--- config.mk ---
export PLATFORM = sky130hd
export DESIGN_NAME = pc_latch_unit
export DESIGN_NICKNAME = d
export VERILOG_FILES = /design/src/rtl/pc_pkg.sv /design/src/rtl/pc_ctrl.sv /design/src/rtl/pc_datapath.sv /design/src/rtl/pc_latch_unit.sv
export SDC_FILE = /design/constraint.sdc
export NUM_CORES = 1
export LEC_CHECK = 0
export BUFFER_PORTS_ARGS = -buffer_cell sky130_fd_sc_hd__buf_2
export CORE_MARGIN = 2
export CORE_UTILIZATION = 50
export CTS_BUF_LIST = sky130_fd_sc_hd__clkbuf_16
export CTS_CLUSTER_DIAMETER = 120
export DETAILED_ROUTE_END_ITERATION = 12
export PLACE_DENSITY = 0.8
export SLEW_MARGIN = 10
export SYNTH_ARGS = -nofsm -noshare
export SYNTH_HDL_FRONTEND = slang
export SYNTH_SLANG_ARGS = --single-unit
--- constraint.sdc ---
create_clock -name clk -period 2.1 [get_ports clk]
set_input_delay 0.315 -clock clk [delete_from_list [all_inputs] [get_ports clk]]
set_output_delay 0.315 -clock clk [all_outputs]
set_load 0.05 [all_outputs]
--- src/rtl/pc_pkg.sv ---
package pc_pkg;
  parameter int PC_W   = 21;
  parameter int BYTE_W = 8;
  localparam int UP_W  = PC_W - 2 * BYTE_W;
  localparam int STEP  = 2;

  typedef struct packed {
    logic loadJump;
    logic loadLow;
    logic stepInc;
    logic refreshLat;
    logic wrHi;
    logic wrUp;
  } pcStrobes_t;
endpackage

--- src/rtl/pc_ctrl.sv ---
module pc_ctrl
  import pc_pkg::*;
(
  input  logic       clk,
  input  logic       rstN,
  input  logic       incEn,
  input  logic       jumpEn,
  input  logic       lowWrEn,
  input  logic       lowRdEn,
  input  logic       hiLatWrEn,
  input  logic       upLatWrEn,
  output pcStrobes_t strb,
  output logic       discardFetch
);
  logic flowChange;
  logic discardQ;

  always_comb begin
    strb            = '0;
    strb.loadJump   = jumpEn;
    strb.loadLow    = lowWrEn && !jumpEn;
    strb.stepInc    = incEn && !jumpEn && !lowWrEn;
    strb.refreshLat = lowRdEn;
    strb.wrHi       = hiLatWrEn;
    strb.wrUp       = upLatWrEn;
  end

  assign flowChange = jumpEn || lowWrEn;

  always_ff @(posedge clk) begin
    if (!rstN) discardQ <= 1'b0;
    else       discardQ <= flowChange;
  end

  assign discardFetch = discardQ;


  upd_onehot_chk: assert property (@(posedge clk) disable iff (!rstN)
    $onehot0({strb.loadJump, strb.loadLow, strb.stepInc}));


  discard_set_chk: assert property (@(posedge clk) disable iff (!rstN)
    (jumpEn || lowWrEn) |=> discardFetch);


  discard_clr_chk: assert property (@(posedge clk) disable iff (!rstN)
    !(jumpEn || lowWrEn) |=> !discardFetch);
endmodule

--- src/rtl/pc_datapath.sv ---
module pc_datapath
  import pc_pkg::*;
(
  input  logic              clk,
  input  logic              rstN,
  input  pcStrobes_t        strb,
  input  logic [PC_W-1:0]   jumpTarget,
  input  logic [BYTE_W-1:0] lowWrData,
  input  logic [BYTE_W-1:0] hiLatWrData,
  input  logic [UP_W-1:0]   upLatWrData,
  output logic [PC_W-1:0]   pcOut,
  output logic [BYTE_W-1:0] lowRdData
);
  logic [PC_W-1:0]   pcQ, pcNext;
  logic [BYTE_W-1:0] hiLatQ;
  logic [UP_W-1:0]   upLatQ;

  always_comb begin
    pcNext = pcQ;
    if (strb.loadJump)
      pcNext = {jumpTarget[PC_W-1:1], 1'b0};
    else if (strb.loadLow)
      pcNext = {upLatQ, hiLatQ, lowWrData[BYTE_W-1:1], 1'b0};
    else if (strb.stepInc)
      pcNext = pcQ + PC_W'(STEP);
  end

  always_ff @(posedge clk) begin
    if (!rstN) begin
      pcQ    <= '0;
      hiLatQ <= '0;
      upLatQ <= '0;
    end else begin
      pcQ <= pcNext;
      if (strb.wrHi)            hiLatQ <= hiLatWrData;
      else if (strb.refreshLat) hiLatQ <= pcQ[2*BYTE_W-1:BYTE_W];
      if (strb.wrUp)            upLatQ <= upLatWrData;
      else if (strb.refreshLat) upLatQ <= pcQ[PC_W-1:2*BYTE_W];
    end
  end

  assign pcOut     = pcQ;
  assign lowRdData = pcQ[BYTE_W-1:0];


  pc_align_chk: assert property (@(posedge clk) disable iff (!rstN)
    pcQ[0] == 1'b0);


  jump_load_chk: assert property (@(posedge clk) disable iff (!rstN)
    strb.loadJump |=> pcQ[PC_W-1:1] == $past(jumpTarget[PC_W-1:1]));


  step_chk: assert property (@(posedge clk) disable iff (!rstN)
    strb.stepInc |=> pcQ == $past(pcQ) + PC_W'(STEP));


  low_wr_chk: assert property (@(posedge clk) disable iff (!rstN)
    strb.loadLow |=> pcQ[PC_W-1:BYTE_W] == $past({upLatQ, hiLatQ}));


  hold_chk: assert property (@(posedge clk) disable iff (!rstN)
    !(strb.loadJump || strb.loadLow || strb.stepInc) |=> $stable(pcQ));


  hi_wr_wins_chk: assert property (@(posedge clk) disable iff (!rstN)
    strb.wrHi |=> hiLatQ == $past(hiLatWrData));
endmodule

--- src/rtl/pc_latch_unit.sv ---
module pc_latch_unit
  import pc_pkg::*;
(
  input  logic              clk,
  input  logic              rstN,
  input  logic              incEn,
  input  logic              jumpEn,
  input  logic [PC_W-1:0]   jumpTarget,
  input  logic              lowWrEn,
  input  logic [BYTE_W-1:0] lowWrData,
  input  logic              lowRdEn,
  output logic [BYTE_W-1:0] lowRdData,
  input  logic              hiLatWrEn,
  input  logic [BYTE_W-1:0] hiLatWrData,
  input  logic              upLatWrEn,
  input  logic [UP_W-1:0]   upLatWrData,
  output logic [PC_W-1:0]   pcOut,
  output logic              discardFetch
);
  pcStrobes_t strb;

  pc_ctrl u_ctrl (
    .clk          (clk),
    .rstN         (rstN),
    .incEn        (incEn),
    .jumpEn       (jumpEn),
    .lowWrEn      (lowWrEn),
    .lowRdEn      (lowRdEn),
    .hiLatWrEn    (hiLatWrEn),
    .upLatWrEn    (upLatWrEn),
    .strb         (strb),
    .discardFetch (discardFetch)
  );

  pc_datapath u_dp (
    .clk         (clk),
    .rstN        (rstN),
    .strb        (strb),
    .jumpTarget  (jumpTarget),
    .lowWrData   (lowWrData),
    .hiLatWrData (hiLatWrData),
    .upLatWrData (upLatWrData),
    .pcOut       (pcOut),
    .lowRdData   (lowRdData)
  );
endmodule

==> summary.md <==
| Metric | Value |
|---|---|
| Outcome | `finished clean` |
| Synth warn | `0` |
| Share of the synthesized area in the top cell type | `slightly below 30%` |
| GRT Total Usage | `~25%` |
| Total CTS buffers | `5` |
| Hold Path Class | `in2reg` |
| Global-route wire length before repair | `approximately 10000 um` |
| Number of synthesized register bits | `34` |
| # resized after CTS | `0` |
| Post-DR wirelength/cell | `around 15 um` |
| Clk root buf | `clkbuf_16` |
| Post-DP HPWL | `about 4500 um` |
| Cell Area, Placed | `2590 sq um` |
| Max IR drop VDD | `slightly above 0.4 mV` |
| CP Max Fanout | `9` |
| Inserted Diodes | `0` |
| Setup crit end kind | `flop` |
| Layout Cells excl Fill | `411` |
| Worst-path clk slew | `roughly 0.05 ns` |
| Cell variety after synth | `between 50 and 60` |
| R2R setup slack | `between 0.2 and 0.25 ns` |
| Initial DRC count | `approximately 290` |
| Commonest cells post-synth | `nor2_1, dfxtp_1, a21oi_1` |
| Worst EP required | `2.31 ns` |
| Critical path class | `reg2reg` |
| Die Area | `between 5000 and 6000 sq um` |
| Setup-failing EPs final | `0` |
| Syn Std Cell Area | `2300 sq um` |
| Syn Area/Cell | `roughly 7.6 sq um` |
| Drt pass-1 iters | `5` |
| Max Buffers Root-to-Sink | `2` |
| Placed cells | `405` |
| Seq/Total Area, Yosys | `around 30%` |
| Starting density of the core | `a little over half` |
| Fmax | `roughly 540 MHz` |
| Hold Path Cell Cnt | `3` |
| Setup TNS | `0 ns` |
| Num rows | `24` |
| Number of enable flip-flop cells after synthesis | `0` |
| Max cap viols | `0` |
| Top post-synthesis cells by area | `dfxtp_1, a21oi_1, mux2i_1` |
| Die Span X | `~72 um` |
| Layout Nets | `between 400 and 500` |
| Slowest stage delay, CP | `~0.44 ns` |
| Largest net degree at the start of global routing | `22` |
| Top_reg_cell synth | `dfxtp_1` |
| Cell taking the most area after synthesis | `dfxtp_1` |
| Period Utilization, post-route | `about nine tenths` |
| Leakage | `1.20 nW` |
| Port bufs | `75` |
| Crit-path slowest cell | `dfxtp_1` |
| # hold bufs at CTS | `0` |
| Finished layout cell area | `about 2700 sq um` |
| Top-count cell post-synth | `nor2_1` |
| Crit path DAT | `between 2 and 2.5 ns` |
| DRC viols | `0` |
| Dpl ws | `around 0.16 ns` |
| Cells after Synth | `around 300` |
| # Post-CTS Setup Buffers | `0` |
| Core area | `between 4000 and 5000 sq um` |
| Cells along the critical path | `ha_1 -> nand3_2 -> or3_1 -> a311o_1 -> a21oi_1` |
| Clk_lat worst skew | `0.28 ns` |
| Post-layout util | `approximately three fifths` |
| PnR worst setup slack | `~0.25 ns` |
| GRT Residual Overflow | `0` |
| R2R cell count | `5` |
| Via count | `~2500` |
| DR vias/cell | `6.09` |
| Ys async rst share | `0%` |
| Area growth syn-to-layout | `18.2%` |
| PwrDens | `between 600 and 700 nW/um^2` |
| RD Place Congestion | `between 0.8 and 0.9` |
| Relative slew margins | `31.0%` |
| Clock Skews | `between 0.007 and 0.008 ns` |
| Final slew viol count | `0` |
| Fraction of layout cells with a size suffix above 1 | `a little over a quarter` |
| Final count of hold timing violations | `0` |
| Die Span Y | `~72 um` |
| Vias in the first global route | `2226` |
| Number of routed nets with antenna violations | `0` |
| Worst setup SP type | `flop` |
| Drt total wl | `roughly 6300 um` |
| Initial antenna violation count | `0` |
| I/O pin count | `80` |
| Clk sink count | `34` |
| Shortest period the worst path allows | `~1.9 ns` |
| Unrepaired setup endpoints after global routing | `no` |
| Total number of H-tree levels | `2` |
| Least-Margin Pin Slew | `just over 1 ns` |
| CTS tree | `yes` |
-- flip-flops by register name (all words and copies together) (netlist names) --
signal / count
u_dp.hiLatQ: 8
u_ctrl.discardFetch: 1
u_dp.pcOut: 20
u_dp.upLatQ: 5
-- critical path: cells and delay by family, from the launching register on --
kind / cells / cell delay, ns
adder cells (fa/ha/maj): 1 / 0.27
flip-flops: 1 / 0.44
AO/OA/AOI/OAI: 2 / 0.50
AND/OR/NAND/NOR: 2 / 0.57
-- cell families after synthesis --
kind of cell / after synthesis / synth area share, %
AO/OA/AOI/OAI: 86 / 25.0
other: 1 / 0.163
multiplexers: 14 / 6.10
AND/OR/NAND/NOR: 122 / 26.9
flip-flops: 34 / 29.6
buffers and inverters: 41 / 10.9
adder cells (fa/ha/maj): 1 / 0.545
XOR/XNOR: 2 / 0.763
-- routing by layer --
layer	up-vias	wire (um)	global-route usage, %
met5	-	0	0
met3	21	495	6.33
li1	1212	-	-
met1	1145	2640	33.0
met4	0	159	11.7
met2	125	3000	39.6
-- layout make-up --
class | instances | area (sq um)
clock buffer | 5 | 125
fill | 428 | 1670
clock inverter | 1 | 3.75
tap | 52 | 65.1
inverter | 8 | 30.0
sequential | 34 | 681
multi-input combinational | 227 | 1370
timing repair buffer | 84 | 443
-- layout by cell type (no fill, tap or decap), drive strengths merged, types with 3 or more instances in the layout --
master | synthesis | final
buf | 17 | 84
nor2 | 36 | 36
dfxtp | 34 | 34
a21oi | 28 | 28
nand2 | 26 | 26
o21ai | 16 | 16
nor2b | 14 | 14
mux2i | 14 | 14
o31ai | 9 | 9
inv | 8 | 8
nor3 | 8 | 8
nand3 | 8 | 8
nor4 | 7 | 7
nand4 | 5 | 5
a211oi | 5 | 5
clkbuf | 15 | 5
o31a | 4 | 4
and3 | 4 | 4
o221a | 3 | 3
and4 | 3 | 3
-- report_power, final --
part | leakage, nW | switching (mW) | internal [mW]
Clock | 0.0632 | 0.256 | 0.421
Combinational | 0.861 | 0.293 | 0.158
Sequential | 0.280 | 0.0518 | 0.688
-- through the flow --
step,hold slack (ns),total power [mW]
4_1_cts,0.262,1.87
3_5_place_dp,0.474,1.20
3_3_place_gp,0.470,1.19
5_1_grt,0.281,1.94
6_report,0.260,1.87
2_1_floorplan,0.454,1.09
-- final timing paths --
check | start | to
worst max-delay path | u_dp.pcOut[1] | u_dp.pcOut[7]
worst min-delay path | upLatWrData[3] | u_dp.upLatQ[3]
worst max register to register | u_dp.pcOut[1] | u_dp.pcOut[7]
worst min register to register | u_dp.pcOut[15] | u_dp.pcOut[15]
No activity file was read; power rests on OpenSTA's default activity.
